==> src/rtl/oofs_pkg.sv <==
package oofs_pkg;
  localparam int FRM_W     = 32;
  localparam int DAT_W     = 16;
  localparam int ADR_W     = 8;
  localparam logic [2:0] CRC_SEED = 3'b101;
  localparam logic [2:0] CRC_TAPS = 3'b011;
  localparam int ERR_HI    = 31;
  localparam int ERR_LO    = 3;
  localparam int DATA_LSB  = 4;
  localparam int WDATA_LSB = 3;
  localparam int WR_BIT    = 21;
  localparam int CAP_BIT   = 20;
  localparam int ADDR_LSB  = 22;

  // serial 3-bit CRC over a full frame, MSB first
  function automatic logic [2:0] crc3(input logic [FRM_W-1:0] w);
    logic [2:0] c;
    logic fb;
    c = CRC_SEED;
    for (int i = FRM_W - 1; i >= 0; i--) begin
      fb = c[2];
      c  = {c[1:0], w[i]};
      if (fb) c = c ^ CRC_TAPS;
    end
    return c;
  endfunction

  // answer word: status bits, data field, CRC in the low three bits
  function automatic logic [FRM_W-1:0] make_resp(input logic [DAT_W-1:0] d,
                                                 input logic err);
    logic [FRM_W-1:0] w;
    w = '0;
    w[ERR_HI] = err;
    w[ERR_LO] = err;
    w[DATA_LSB +: DAT_W] = d;
    w[2:0] = crc3(w);
    return w;
  endfunction
endpackage

==> src/rtl/oofs_sync.sv <==
module oofs_sync #(
  parameter int N      = 3,
  parameter int STAGES = 2,
  parameter logic [N-1:0] RST_VAL = '0
) (
  input  logic         clk,
  input  logic         rst_n,
  input  logic [N-1:0] async_i,
  output logic [N-1:0] sync_o
);
  logic [N-1:0] stg [STAGES];

  always_ff @(posedge clk or negedge rst_n) begin
    if (!rst_n) begin
      for (int s = 0; s < STAGES; s++) stg[s] <= RST_VAL;
    end else begin
      stg[0] <= async_i;
      for (int s = 1; s < STAGES; s++) stg[s] <= stg[s-1];
    end
  end

  assign sync_o = stg[STAGES-1];
endmodule

==> src/rtl/oofs_shift.sv <==
module oofs_shift #(
  parameter int FW    = 32,
  parameter int CNT_W = 6
) (
  input  logic             clk,
  input  logic             rst_n,
  input  logic             start_i,
  input  logic             active_i,
  input  logic             sample_i,
  input  logic             shift_i,
  input  logic             mosi_i,
  input  logic [FW-1:0]    load_i,
  output logic [FW-1:0]    rx_o,
  output logic [CNT_W-1:0] cnt_o,
  output logic             miso_o
);
  localparam logic [CNT_W-1:0] CNT_MAX = CNT_W'(FW + 1);

  logic [FW-1:0] tx_q;

  always_ff @(posedge clk or negedge rst_n) begin
    if (!rst_n) begin
      tx_q  <= '0;
      rx_o  <= '0;
      cnt_o <= '0;
    end else if (start_i) begin
      tx_q  <= load_i;
      rx_o  <= '0;
      cnt_o <= '0;
    end else if (active_i) begin
      if (sample_i) begin
        rx_o <= {rx_o[FW-2:0], mosi_i};
        if (cnt_o != CNT_MAX) cnt_o <= cnt_o + 1'b1;
      end
      if (shift_i) tx_q <= {tx_q[FW-2:0], 1'b0};
    end
  end

  assign miso_o = tx_q[FW-1];
endmodule

==> src/rtl/oofs_regs.sv <==
module oofs_regs #(
  parameter int NCH   = 7,
  parameter int DW    = 16,
  parameter int AW    = 8,
  parameter int CTL_N = 2,
  parameter logic [AW-1:0] ID_ADDR   = 8'h00,
  parameter logic [DW-1:0] ID_VAL    = 16'h0024,
  parameter logic [AW-1:0] LIVE_BASE = 8'h10,
  parameter logic [AW-1:0] CAP_BASE  = 8'h17,
  parameter logic [AW-1:0] CTL_BASE  = 8'h0A
) (
  input  logic                clk,
  input  logic                rst_n,
  input  logic                wr_i,
  input  logic                cap_i,
  input  logic [AW-1:0]       addr_i,
  input  logic [DW-1:0]       wdata_i,
  input  logic [NCH*DW-1:0]   live_i,
  output logic [DW-1:0]       rdata_o,
  output logic [NCH*DW-1:0]   snap_o,
  output logic [CTL_N*DW-1:0] ctl_o
);
  genvar g;
  generate
    for (g = 0; g < NCH; g++) begin : g_snap
      always_ff @(posedge clk or negedge rst_n) begin
        if (!rst_n)     snap_o[g*DW +: DW] <= '0;
        else if (cap_i) snap_o[g*DW +: DW] <= live_i[g*DW +: DW];
      end
    end
    for (g = 0; g < CTL_N; g++) begin : g_ctl
      always_ff @(posedge clk or negedge rst_n) begin
        if (!rst_n) ctl_o[g*DW +: DW] <= '0;
        else if (wr_i && addr_i == AW'(CTL_BASE + g)) ctl_o[g*DW +: DW] <= wdata_i;
      end
    end
  endgenerate

  always_comb begin
    rdata_o = '0;
    if (addr_i == ID_ADDR) rdata_o = ID_VAL;
    for (int c = 0; c < NCH; c++) begin
      if (addr_i == AW'(LIVE_BASE + c)) rdata_o = live_i[c*DW +: DW];
      if (addr_i == AW'(CAP_BASE + c))
        rdata_o = cap_i ? live_i[c*DW +: DW] : snap_o[c*DW +: DW];
    end
    for (int k = 0; k < CTL_N; k++)
      if (addr_i == AW'(CTL_BASE + k)) rdata_o = ctl_o[k*DW +: DW];
  end
endmodule

==> src/rtl/oof_spi_target.sv <==
module oof_spi_target
  import oofs_pkg::*;
#(
  parameter int SYNC_STAGES = 2,
  parameter int AXES        = 3,
  parameter int CTL_N       = 2,
  parameter logic [ADR_W-1:0] ID_ADDR   = 8'h00,
  parameter logic [DAT_W-1:0] ID_VAL    = 16'h0024,
  parameter logic [ADR_W-1:0] LIVE_BASE = 8'h10,
  parameter logic [ADR_W-1:0] CAP_BASE  = 8'h17,
  parameter logic [ADR_W-1:0] CTL_BASE  = 8'h0A
) (
  input  logic                     clk,
  input  logic                     rst_n,
  input  logic                     spi_sclk,
  input  logic                     spi_cs_n,
  input  logic                     spi_mosi,
  output logic                     spi_miso,
  input  logic [DAT_W-1:0]         temp_i,
  input  logic [AXES*DAT_W-1:0]    accel_i,
  input  logic [AXES*DAT_W-1:0]    rate_i,
  output logic [CTL_N*DAT_W-1:0]   ctl_o
);
  localparam int NCH   = 1 + 2 * AXES;
  localparam int CNT_W = $clog2(FRM_W + 2);

  // pin synchronizers: {mosi, cs_n, sclk}
  logic [2:0] pins_s;
  logic sclk_s, cs_s, mosi_s, sclk_q, cs_q;

  oofs_sync #(.N(3), .STAGES(SYNC_STAGES), .RST_VAL(3'b010)) u_sync (
    .clk    (clk),
    .rst_n  (rst_n),
    .async_i({spi_mosi, spi_cs_n, spi_sclk}),
    .sync_o (pins_s)
  );

  assign sclk_s = pins_s[0];
  assign cs_s   = pins_s[1];
  assign mosi_s = pins_s[2];

  always_ff @(posedge clk or negedge rst_n) begin
    if (!rst_n) begin
      sclk_q <= 1'b0;
      cs_q   <= 1'b1;
    end else begin
      sclk_q <= sclk_s;
      cs_q   <= cs_s;
    end
  end

  // named events
  logic frame_start, frame_end, sclk_rise, sclk_fall;
  assign frame_start = ~cs_s & cs_q;
  assign frame_end   = cs_s & ~cs_q;
  assign sclk_rise   = ~cs_s & sclk_s & ~sclk_q;
  assign sclk_fall   = ~cs_s & ~sclk_s & sclk_q;

  logic [FRM_W-1:0] req_w, pend_q, pend_next;
  logic [CNT_W-1:0] bit_cnt;

  oofs_shift #(.FW(FRM_W), .CNT_W(CNT_W)) u_shift (
    .clk     (clk),
    .rst_n   (rst_n),
    .start_i (frame_start),
    .active_i(~cs_s),
    .sample_i(sclk_rise),
    .shift_i (sclk_fall),
    .mosi_i  (mosi_s),
    .load_i  (pend_q),
    .rx_o    (req_w),
    .cnt_o   (bit_cnt),
    .miso_o  (spi_miso)
  );

  // request decode
  logic frame_full, crc_ok, exec_ok, wr_exec, cap_exec, req_wr;
  logic [ADR_W-1:0] req_addr;
  logic [DAT_W-1:0] req_wdata, rd_data;

  assign frame_full = (bit_cnt == CNT_W'(FRM_W));
  assign crc_ok     = (crc3(req_w) == 3'd0);
  assign req_wr     = req_w[WR_BIT];
  assign req_addr   = req_w[ADDR_LSB +: ADR_W];
  assign req_wdata  = req_w[WDATA_LSB +: DAT_W];
  assign exec_ok    = frame_end & frame_full & crc_ok;
  assign wr_exec    = exec_ok & req_wr;
  assign cap_exec   = exec_ok & ~req_wr & req_w[CAP_BIT];

  logic [NCH*DAT_W-1:0] live_w, snap_w;
  assign live_w = {rate_i, accel_i, temp_i};

  oofs_regs #(
    .NCH(NCH), .DW(DAT_W), .AW(ADR_W), .CTL_N(CTL_N),
    .ID_ADDR(ID_ADDR), .ID_VAL(ID_VAL), .LIVE_BASE(LIVE_BASE),
    .CAP_BASE(CAP_BASE), .CTL_BASE(CTL_BASE)
  ) u_regs (
    .clk    (clk),
    .rst_n  (rst_n),
    .wr_i   (wr_exec),
    .cap_i  (cap_exec),
    .addr_i (req_addr),
    .wdata_i(req_wdata),
    .live_i (live_w),
    .rdata_o(rd_data),
    .snap_o (snap_w),
    .ctl_o  (ctl_o)
  );

  // answer for the next frame
  always_comb begin
    pend_next = pend_q;
    if (frame_end && frame_full) begin
      if (!crc_ok)     pend_next = make_resp('0, 1'b1);
      else if (req_wr) pend_next = make_resp(req_wdata, 1'b0);
      else             pend_next = make_resp(rd_data, 1'b0);
    end
  end

  always_ff @(posedge clk or negedge rst_n) begin
    if (!rst_n) pend_q <= make_resp('0, 1'b0);
    else        pend_q <= pend_next;
  end
endmodule

==> config.mk <==
export PLATFORM = sky130hd
export DESIGN_NAME = oof_spi_target
export DESIGN_NICKNAME = d
export VERILOG_FILES = /design/src/rtl/oofs_pkg.sv /design/src/rtl/oofs_sync.sv /design/src/rtl/oofs_shift.sv /design/src/rtl/oofs_regs.sv /design/src/rtl/oof_spi_target.sv
export SDC_FILE = /design/constraint.sdc
export NUM_CORES = 1
export LEC_CHECK = 0
export BUFFER_PORTS_ARGS = -buffer_cell sky130_fd_sc_hd__buf_2
export CAP_MARGIN = 20
export CORE_MARGIN = 1.5
export CORE_UTILIZATION = 59
export DETAILED_ROUTE_END_ITERATION = 10
export PLACE_DENSITY_LB_ADDON = 0.08
export SLEW_MARGIN = 5
export SYNTH_ARGS = -nofsm -noshare
export SYNTH_HDL_FRONTEND = slang
export SYNTH_SLANG_ARGS = --single-unit
==> constraint.sdc <==
create_clock -name clk -period 5.5 [get_ports clk]
set_input_delay 0.275 -clock clk [delete_from_list [all_inputs] [get_ports clk]]
set_output_delay 0.275 -clock clk [all_outputs]
set_load 0.02 [all_outputs]
Word-level counts from Yosys, hierarchy flattened. Index checks and enable logic that the tools add are counted.

Bitwise logic cells: 109. Eq/ne operators: 19. $add $sub $neg: 1. Reduce and logical (&&, ||, !) cells: 11. Mux-type cells: 314.

Operator list (number): $mux W3 (186); $mux W16 (23); $mux W32 (7); $not A2 Y2 (93); $mux W2 (92); $eq A8 B5 Y1 const B (14); $mux W6 (5); $mux W20 (1); $eq A8 B4 Y1 const B (2); $and A1 B1 Y1 (11); $logic_not A8 Y1 (1); $add A6 B1 Y6 const B (1); $eq A6 B6 Y1 const B (1); $ne A6 B6 Y1 const B (1); $reduce_bool A2 Y1 (3); $not A1 Y1 (5); $reduce_and A2 Y1 (2); $logic_and A1 B1 Y1 (3); $logic_not A3 Y1 (1); $reduce_and A3 Y1 (1); $ne A2 B2 Y1 const B (1).

Output and inout bits: 33. Word-level logic and storage cells: 471. Bits of input ports: 117. Register bits after elaboration: 254.

Depth between registers and ports, before layout. Gate-level depths: netlist (run 1).

Depth after elaboration: 217. Depth in mapped cells: 21.

By module. Synthesis (run 1) repeated with hierarchy kept, for this count alone.

Cells, all modules: 1353. Area total of the unflattened synthesis: 13897.1 um^2.

By module, submodules not included: oofs_regs (instances 1, cells each 846, area each 8674.6 um^2); oofs_shift (instances 1, cells each 318, area each 3123.0 um^2); oof_spi_target (instances 1, cells each 180, area each 1924.3 um^2); oofs_sync (instances 1, cells each 9, area each 175.2 um^2).

Worst setup path after synthesis (run 1). OpenSTA, ideal clock, no wires.

Path kind: reg-to-reg. From: register u_shift.rx_o[21]. To: register pend_q[2]. Path slack: 0.910 ns. Period minus slack after synthesis: 4.590 ns. Arrival time: 4.523 ns. Path buffers: 2. Stages on the path, launching flop included: 18. Path through: dfrtp_1 buf_6 xnor3_2 xor2_1 xnor3_1 nor3_1 nor2_1 o311a_1 buf_6 nor3_4 mux2_2 a222oi_1 a21oi_2 xnor2_2 xnor2_2 xnor3_1 mux2_2 nand2_1.

Longest elaborated chain between the ends: 122. Elaborated cells between the ends (all ways): 163. Classes of those cells: mux (121); bitwise (41); reduce/logical (1).

Ends and longest elaborated chain: start, declared (RTL line oofs_shift.sv:13) `output logic [FW-1:0] rx_o,`; start signal, assigned (RTL line oofs_shift.sv:32) `rx_o <= {rx_o[FW-2:0], mosi_i};`; $not A2 Y2 (no source line); $mux W2 (RTL line oofs_pkg.sv:23) `if (fb) c = c ^ CRC_TAPS;`; $not A2 Y2 (no source line); $mux W2 (2 in series) (RTL line oofs_pkg.sv:23); $not A2 Y2 (no source line) or $mux W2 (tied branches); $mux W2 or $not A2 Y2 (tied branches); $mux W2 (RTL line oofs_pkg.sv:23); $not A2 Y2 (no source line) or $mux W2 (tied branches); [105 not listed]; $mux W3, on equally long branches (RTL line oof_spi_target.sv:113, oof_spi_target.sv:114); $not A2 Y2 (no source line) or $mux W3 (tied branches); $mux W2 (RTL line oofs_pkg.sv:23); $mux W3 (RTL line oof_spi_target.sv:115) `else if (req_wr) pend_next = make_resp(req_wdata, 1'b0);`; $mux W3 (RTL line oof_spi_target.sv:114) `if (!crc_ok) pend_next = make_resp('0, 1'b1);`; $mux W3 (RTL line oof_spi_target.sv:113) `if (frame_end && frame_full) begin`; $mux W20 (RTL line oof_spi_target.sv:115); $mux W32 * (RTL line oof_spi_target.sv:114); end signal, assigned (RTL line oof_spi_target.sv:121) `if (!rst_n) pend_q <= make_resp('0, 1'b0);`; end signal, assigned (RTL line oof_spi_target.sv:122) `else pend_q <= pend_next;`; end, declared (RTL line oof_spi_target.sv:59) `logic [FRM_W-1:0] req_w, pend_q, pend_next;`.

Mark *: on every way between the ends. The rest lies on a longest branch, timed or not. The select of a mux whose other input is x is not followed. A chain may end at the register's enable or synchronous reset.

Final worst setup path (run 1).
From: register u_shift.rx_o[29]. To: register pend_q[0].

Longest elaborated chain between the ends: 129. Elaborated cells between the ends (all ways): 196. Classes of those cells: eq/ne (16); mux (131); bitwise (47); reduce/logical (2).

Ends and longest elaborated chain (RTL line): $not A2 Y2 (no source line); $mux W2 (oofs_pkg.sv:23); $not A2 Y2 (no source line); $mux W2 (2 in series) (oofs_pkg.sv:23); $not A2 Y2 (no source line); $mux W2 (2 in series) (oofs_pkg.sv:23); $not A2 Y2 (no source line); $mux W2 (2 in series) (oofs_pkg.sv:23); [110 not listed]; $mux W3 (oof_spi_target.sv:114); $mux W3 (oof_spi_target.sv:113); $mux W3 (oof_spi_target.sv:115); $mux W3 (oof_spi_target.sv:114); $mux W3 (oof_spi_target.sv:113); $mux W2 (oofs_pkg.sv:23); $mux W20 (oof_spi_target.sv:115); $mux W32 * (oof_spi_target.sv:114).

Marked as above.

==> results.sh, run 1 <==
export IMPL_status="finished, final reports clean"
export IMPL_mappedNetlistNets=1398
export IMPL_filler_cell_count=1588
export IMPL_synth_cell_type_count=87
export IMPL_detail_route_wl_per_cell_um=24.0
export IMPL_fin_cells=1774
export IMPL_max_cap_viol_count=0
export IMPL_die_width_um=151
export IMPL_clock_insertion_delay_worst_skew_ns=0.54
export IMPL_clockRootBuffer="sky130_fd_sc_hd__clkbuf_16"
export IMPL_post_synth_main_area_contributors="sky130_fd_sc_hd__dfrtp_1, sky130_fd_sc_hd__nand2_1, sky130_fd_sc_hd__mux2_2, sky130_fd_sc_hd__mux2i_1, sky130_fd_sc_hd__xnor3_1"
export IMPL_cp_data_arrival_time_ns=5.73
export IMPL_grt_overall_usage_pct=38.0
export IMPL_worst_margin_slew_ns=1.04
export IMPL_antenna_found_initial=0
export IMPL_totalPowerFinal_w=0.00404
export IMPL_tns_ns=0
export IMPL_internal_power_w=0.00311
export IMPL_switchingPower_w=0.000927
export IMPL_most_used_standard_cells_in_the_synthesized_netlist="sky130_fd_sc_hd__dfrtp_1, sky130_fd_sc_hd__nand2_1, sky130_fd_sc_hd__nor2_1"
export IMPL_antennaDiodeCount=0
export IMPL_first_iter_violations=1171
export IMPL_initial_utilization_pct=60.8
export IMPL_cts_tree="done"
export IMPL_comb_power_share_pct=6.5
export IMPL_timing_final_hold_violations=0
export IMPL_final_min_clock_period_ns=5.26
export IMPL_largest_net_degree_at_the_start_of_global_routing=151
export IMPL_via_count_of_the_first_global_routing_pass=11200
export IMPL_irDropWorstVdd_v=0.000240
export IMPL_synth_area_leader_cell="sky130_fd_sc_hd__dfrtp_1"
export IMPL_placed_cells_incl_taps=1675
export IMPL_maxSlewViolCount=0
export IMPL_row_cnt=53
export IMPL_number_of_synthesized_flops_with_an_enable_pin=0
export IMPL_gp_routability_congestion=0.965
export IMPL_dpl_hpwl_um=29500
export IMPL_cts_buffers_inserted=27
export IMPL_final_core_util_pct=73.2
export IMPL_cp_required_ns=5.97
export IMPL_cellPowerDensity_nw_per_um2=260
export IMPL_cts_path_max_buffers=3
export IMPL_vias=11500
export IMPL_syn_instance_count=1278
export IMPL_synthesized_flop_and_latch_total=242
export IMPL_seq_power_share_pct=46.5
export IMPL_io_pins=150
export IMPL_floorplan_core_area_um2=21200
export IMPL_drt_antenna_violating_nets=0
export IMPL_unrepaired_setup_endpoints_after_global_routing="false"
export IMPL_fmaxAchievable_mhz=190
export IMPL_clock_sinks=242
export IMPL_synthDominantCellAreaShare_pct=46.0
export IMPL_post_route_period_util_pct=95.6
export IMPL_setup_worst_path_class="reg2reg"
export IMPL_slew_limit_headroom_pct=30.3
export IMPL_p_leak_nw=7.12
export IMPL_drt_first_pass_iters=6
export IMPL_seq_area_frac_synth_pct=47.0
export IMPL_final_area_um2=15500
export IMPL_post_synth_top_count_cell="sky130_fd_sc_hd__dfrtp_1"
export IMPL_power_share_switching_pct=23.0
export IMPL_timing_critical_path_to_type="flip-flop"
export IMPL_routed_wirelength_um=42600
export IMPL_synth_area_per_cell_um2=10.1
export IMPL_layout_drive_gt1_share_pct=24.2
export IMPL_post_synth_instance_area_um2=12900
export IMPL_finalClockSkew_ns=0.0190
export IMPL_worstSetupStartpointType="flip-flop"
export IMPL_ys_dominant_reg_cell="sky130_fd_sc_hd__dfrtp_1"
export IMPL_min_delay_path_class="in2reg"
export IMPL_drc=0
export IMPL_placement_io_buffers=149
export IMPL_drt_vias_per_instance=6.46
export IMPL_placed_area_um2=14100
export IMPL_proportion_of_register_bits_with_asynchronous_set_or_reset_after_synthesis_pct=100
export IMPL_design_die_area_um2=22800
export IMPL_r2r_cells=18
export IMPL_layout_nets=1598
export IMPL_layout_area_overhead_vs_synth_pct=20.4
export IMPL_hold_depth=2
export IMPL_grt_remaining_overflow=0
export IMPL_clkTransAtPathRegs_ns=0.06
export IMPL_crit_fanout=18
export IMPL_yosysWarningCount=0
export IMPL_final_setup_viol_count=0
export IMPL_clock_power_share_pct=47.0
export IMPL_grt_first_pass_wirelength_um=65000
export IMPL_dieHeight_um=151
export IMPL_cts_htree_levels=1
## cell families (layout without fill, tap and decap cells)
kind of cell    after synthesis  in the layout  synth area share (%)
compound gates              309            309                  17.5
buf+inv                     107            328                  3.69
mux                         132            132                  11.0
xor+xnor                     60             60                  5.97
flops                       242            242                  47.0
simple gates                425            425                  14.5
fa+ha+maj                     3              3                 0.291
## power by group through the flow
stage / logic, W / registers, W / clock network (W)
global placement: 0.000228 / 0.00190 / 0
CTS: 0.000260 / 0.00188 / 0.00191
floorplan: 0.000105 / 0.00189 / 0
global route: 0.000289 / 0.00188 / 0.00199
detailed placement: 0.000235 / 0.00191 / 0
finish: 0.000262 / 0.00188 / 0.00190
## per-stage QoR
step           hold WS [ns]  setup slack (ns)
4_1_cts             0.00220             0.288
6_report            0.00983             0.244
3_3_place_gp          0.333             0.496
5_1_grt              0.0105            0.0467
2_1_floorplan       -0.0206             0.910
3_5_place_dp          0.336             0.369
## routing by layer
layer	up-vias	GRT usage, %	routed length, um
met4	0	12.8	1590
met2	693	58.4	18900
met3	118	7.53	4440
met1	5628	53.9	17600
li1	5020	-	-
met5	-	0	0
## placed cells by master (no fill, tap or decap), types with 5 or more instances in the layout
cell,netlist,layout
sky130_fd_sc_hd__o221ai_1,9,9
sky130_fd_sc_hd__a221o_1,9,9
sky130_fd_sc_hd__and2_1,8,8
sky130_fd_sc_hd__a21o_1,9,9
sky130_fd_sc_hd__inv_1,18,18
sky130_fd_sc_hd__mux2_2,74,74
sky130_fd_sc_hd__nand4_1,21,21
sky130_fd_sc_hd__xor2_1,14,14
sky130_fd_sc_hd__dlygate4sd3_1,0,46
sky130_fd_sc_hd__buf_2,13,148
sky130_fd_sc_hd__nand2b_1,5,5
sky130_fd_sc_hd__a31oi_1,11,11
sky130_fd_sc_hd__a22o_1,29,29
sky130_fd_sc_hd__nor2_1,83,83
sky130_fd_sc_hd__xnor3_1,14,14
sky130_fd_sc_hd__o21ai_0,58,58
sky130_fd_sc_hd__clkbuf_1,62,9
sky130_fd_sc_hd__dfrtp_1,237,237
sky130_fd_sc_hd__buf_4,3,63
sky130_fd_sc_hd__nor2b_1,8,7
sky130_fd_sc_hd__o22ai_1,16,16
sky130_fd_sc_hd__o22a_1,5,5
sky130_fd_sc_hd__nor4_1,5,5
sky130_fd_sc_hd__clkbuf_16,0,27
sky130_fd_sc_hd__xnor2_1,26,26
sky130_fd_sc_hd__dfstp_2,5,5
sky130_fd_sc_hd__a211oi_1,8,8
sky130_fd_sc_hd__nand2_1,229,229
sky130_fd_sc_hd__clkbuf_8,0,5
sky130_fd_sc_hd__or3_1,6,6
sky130_fd_sc_hd__nand3b_1,5,5
sky130_fd_sc_hd__xnor2_2,5,5
sky130_fd_sc_hd__a221oi_1,14,14
sky130_fd_sc_hd__nor3_1,12,12
sky130_fd_sc_hd__a21oi_1,48,48
sky130_fd_sc_hd__a22oi_1,23,23
sky130_fd_sc_hd__nand3_1,23,23
sky130_fd_sc_hd__o21a_1,5,5
sky130_fd_sc_hd__mux2i_1,55,55
sky130_fd_sc_hd__o31ai_1,16,16
## registers in the layout, indices dropped and copies added, names as in the netlist
register,flops
u_regs.snap_o,112
u_regs.ctl_o,32
u_shift.rx_o,32
u_shift.tx_q,32
pend_q,20
u_shift.cnt_o,6
u_sync.stg,3
u_sync.sync_o,3
cs_q,1
sclk_q,1
## worst max-delay path: stages, from the launching register on
cell and delay (ns):
sky130_fd_sc_hd__dfrtp_1 0.54, sky130_fd_sc_hd__xnor3_1 0.48, sky130_fd_sc_hd__xnor3_1 0.39, sky130_fd_sc_hd__xnor2_1 0.37, sky130_fd_sc_hd__nand3_1 0.17, sky130_fd_sc_hd__a211oi_2 0.36
sky130_fd_sc_hd__a311oi_4 0.10, sky130_fd_sc_hd__buf_4 0.25, sky130_fd_sc_hd__nor4_1 0.51, sky130_fd_sc_hd__buf_4 0.24, sky130_fd_sc_hd__o21a_1 0.11, sky130_fd_sc_hd__o22ai_1 0.06
sky130_fd_sc_hd__a211oi_1 0.48, sky130_fd_sc_hd__o221ai_1 0.21, sky130_fd_sc_hd__a21oi_1 0.28, sky130_fd_sc_hd__xnor2_1 0.17, sky130_fd_sc_hd__xnor2_1 0.16, sky130_fd_sc_hd__mux2i_1 0.24
sky130_fd_sc_hd__nor2_1 0.07
## worst paths after layout
path	startpoint	to	slack, ns
worst max-delay path	u_shift.rx_o[29]$_DFFE_PN0P_	pend_q[0]$_DFFE_PN1P_	0.24
worst min-delay path	accel_i[22]	u_regs.snap_o[38]$_DFF_PN0_	0.01
worst max register to register	u_shift.rx_o[29]$_DFFE_PN0P_	pend_q[0]$_DFFE_PN1P_	0.24
worst min register to register	u_sync.stg[5]$_DFF_PN0_	u_sync.sync_o[2]$_DFF_PN0_	0.35
max in group asynchronous	rst_n	u_sync.stg[3]$_DFF_PN0_	3.89
min in group asynchronous	rst_n	u_regs.snap_o[6]$_DFF_PN0_	0.33
## what timing repair did
action                                 in CTS  in global routing
endpoints found under the hold margin     137                  0
hold buffers                               46                  0
buffers inserted                            0                  3
setup endpoints to repair                   0                  2
resized for setup                           0                  1
## layout make-up
cell class	instances	area [um2]	area share (%)
clock inverter	9	149	0.959
sequential	242	6060	39.0
inverter	18	67.6	0.435
clock buffer	41	778	5.01
multi-input combinational	929	6400	41.2
timing repair buffer	260	1730	11.1
tap	275	344	2.22
Note: power is estimated with default switching activity, not from simulation.
==> run 2: changes to the inputs <==
--- a/config.mk
+++ b/config.mk
@@ -7,8 +7,8 @@
 export LEC_CHECK = 0
 export BUFFER_PORTS_ARGS = -buffer_cell sky130_fd_sc_hd__buf_2
 export CAP_MARGIN = 20
-export CORE_MARGIN = 1.5
-export CORE_UTILIZATION = 59
+export CORE_UTILIZATION = 61
+export CTS_BUF_LIST = sky130_fd_sc_hd__clkbuf_4
 export DETAILED_ROUTE_END_ITERATION = 10
 export PLACE_DENSITY_LB_ADDON = 0.08
 export SLEW_MARGIN = 5
==> run 2 against run 1 <==
  * Worst hold slack improved by 0.075 ns
  * Sequential share of layout area decreased by 1.4 points
  * Critical path type unchanged
  * Non-clock buffer count increased by 71
  * First-iteration DRC count increased by 9.6%
  * Clock skew increased by 0.023 ns
  * Power decreased by 8.4%
==> results.sh, run 2 (synthesis results as in run 1) <==
export IMPL_row_cnt=52
export IMPL_setup_worst_path_class="reg2reg"
export IMPL_clock_sinks=242
export IMPL_placement_io_buffers=149
export IMPL_cts_htree_levels=2
export IMPL_timing_hold_ws_ns=0.0845
export IMPL_gr_usage_met3_pct=10.4
export IMPL_r2r_cells=19
export IMPL_r2r_start="u_shift.rx_o[15]$_DFFE_PN0P_"
export IMPL_hold_depth=3
export IMPL_cp_slowest_stage_delay_ns=0.53
export IMPL_power_share_switching_pct=26.1
export IMPL_routed_wirelength_um=44000
export IMPL_cts_tree="done"
export IMPL_worstSetupStartpointType="flip-flop"
export IMPL_design_die_area_um2=21700
export IMPL_critical_path_slowest_cell="sky130_fd_sc_hd__xnor3_1"
export IMPL_cts_path_max_buffers=3
export IMPL_antenna_found_initial=2
export IMPL_floorplan_core_area_um2=20500
export IMPL_status="finished, final reports clean"
export IMPL_multi_input_comb_area_um2=6390
export IMPL_layout_cells_most_common_list="sky130_fd_sc_hd__dfrtp_1, sky130_fd_sc_hd__nand2_1, sky130_fd_sc_hd__buf_2, sky130_fd_sc_hd__dlygate4sd3_1, sky130_fd_sc_hd__clkbuf_4"
export IMPL_seq_power_share_pct=50.6
export IMPL_drt_first_pass_iters=6
export IMPL_grt_overall_usage_pct=41.2
export IMPL_via_count_of_the_first_global_routing_pass=12400
export IMPL_slew_limit_headroom_pct=33.3
export IMPL_die_width_um=147
export IMPL_critPathTopFamily="XOR/XNOR gates"
export IMPL_tns_ns=0
export IMPL_first_iter_violations=1283
export IMPL_filler_cell_count=1396
export IMPL_layout_commonest_cell="sky130_fd_sc_hd__dfrtp_1"
export IMPL_cp_num_buf_inv=3
export IMPL_min_delay_path_class="in2reg"
export IMPL_layout_nets=1703
export IMPL_post_route_period_util_pct=94.8
export IMPL_internal_power_w=0.00273
export IMPL_unrepaired_setup_endpoints_after_global_routing="false"
export IMPL_drt_vias_per_instance=6.38
export IMPL_final_min_clock_period_ns=5.21
export IMPL_comb_power_share_pct=8.4
export IMPL_final_area_um2=16100
export IMPL_cts_repair_resize_count=0
export IMPL_max_cap_viol_count=0
export IMPL_cts_setup_buffers=0
export IMPL_finalClockSkew_ns=0.0425
export IMPL_critical_path_cell_chain="xor2_1 > xnor3_1 > xor2_1 > xnor2_1 > a211oi_2 > a311o_1 > nand3_4 > buf_12 > buf_4 > mux2_2 > a21oi_1 > o31ai_1 > a31oi_1 > buf_4 > xnor2_1 > xnor3_1 > nand2b_1 > mux2_2 > nand2_1"
export IMPL_io_pins=150
export IMPL_r2r_end="pend_q[2]$_DFFE_PN0P_"
export IMPL_hold_end="u_regs.snap_o[48]$_DFF_PN0_"
export IMPL_cellPowerDensity_nw_per_um2=230
export IMPL_regToRegSetupSlack_ns=0.29
export IMPL_grt_first_pass_wirelength_um=68000
export IMPL_dpl_hpwl_um=29700
export IMPL_irDropWorstVdd_v=0.000253
export IMPL_clockRootBuffer="sky130_fd_sc_hd__clkbuf_4"
export IMPL_crit_fanout=22
export IMPL_global_route_peak_usage_layer="met2"
export IMPL_final_setup_viol_count=0
export IMPL_timing_final_hold_violations=0
export IMPL_cp_required_ns=6.14
export IMPL_hold_sp="accel_i[32]"
export IMPL_largest_net_degree_at_the_start_of_global_routing=133
export IMPL_clock_insertion_delay_worst_skew_ns=0.70
export IMPL_grt_use_met1_pct=54.8
export IMPL_layout_area_seq_um2=6060
export IMPL_fmaxAchievable_mhz=192
export IMPL_switchingPower_w=0.000966
export IMPL_cts_buffers_inserted=61
export IMPL_grt_remaining_overflow=0
export IMPL_cts_hold_buf=115
export IMPL_worst_margin_slew_ns=0.998
export IMPL_max_flop_register="u_regs.snap_o"
export IMPL_drc=0
export IMPL_detail_route_wl_per_cell_um=23.1
export IMPL_p_leak_nw=7.43
export IMPL_cp_data_arrival_time_ns=5.86
export IMPL_initial_utilization_pct=62.9
export IMPL_clkTransAtPathRegs_ns=0.07
export IMPL_maxSlewViolCount=0
export IMPL_drt_antenna_violating_nets=0
export IMPL_dieHeight_um=147
export IMPL_largest_register_ffs=112
export IMPL_layout_area_overhead_vs_synth_pct=24.7
export IMPL_vias=12100
export IMPL_clock_power_share_pct=41.0
export IMPL_timing_critical_path_to_type="flip-flop"
export IMPL_layout_drive_gt1_share_pct=25.7
export IMPL_grtUsageMet2_pct=62.4
export IMPL_gp_routability_congestion=0.942
export IMPL_placed_area_um2=14200
## run 2: worst max-delay path by stage
stage / start / to / slack (ns) / cells after the start
floorplan: u_shift.rx_o[21]$_DFFE_PN0P_ / pend_q[2]$_DFFE_PN0P_ / 0.91 / 17
global placement: u_shift.rx_o[15]$_DFFE_PN0P_ / pend_q[2]$_DFFE_PN0P_ / 0.44 / 19
detailed placement: u_shift.rx_o[15]$_DFFE_PN0P_ / pend_q[2]$_DFFE_PN0P_ / 0.41 / 19
CTS: u_shift.rx_o[15]$_DFFE_PN0P_ / pend_q[2]$_DFFE_PN0P_ / 0.37 / 19
global route: u_shift.rx_o[13]$_DFFE_PN0P_ / pend_q[2]$_DFFE_PN0P_ / 0.08 / 19
finish: u_shift.rx_o[15]$_DFFE_PN0P_ / pend_q[2]$_DFFE_PN0P_ / 0.29 / 19
## run 2: cell type report
cell class	instances	area share [%]
multi-input combinational	929	39.7
tap	270	2.10
clock buffer	90	4.20
sequential	242	37.7
inverter	18	0.420
clock inverter	21	0.544
antenna	2	0.0311
timing repair buffer	331	15.3
## run 2: power groups by stage
stage	combinational, W	clock, W	sequential [W]
6_report	0.000311	0.00151	0.00187
5_1_grt	0.000339	0.00161	0.00188
4_1_cts	0.000303	0.00153	0.00187
3_5_place_dp	0.000239	0	0.00190
3_3_place_gp	0.000231	0	0.00190
2_1_floorplan	0.000105	0	0.00189
## run 2: layer usage
metal	share of wire (%)	vias to the layer above
li1	-	5271
met1	39	5795
met2	44	870
met3	11	211
met4	5.5	0
met5	0	-
## run 2: tightest hold or removal path: cells and delay by family
kind / cells / cell delay [ns]
simple gates: 2 / 0.30
buf+inv: 1 / 0.14
## run 2: metrics by stage
stage               util, %  worst slack [ns]  instances  power, W
finish                 78.5             0.287       1903   0.00370
global route           78.5            0.0780       1903   0.00383
CTS                    78.5             0.371       1901   0.00370
detailed placement     69.1             0.406       1675   0.00214
global placement       69.1             0.442       1675   0.00213
floorplan                 -             0.910       1278   0.00200
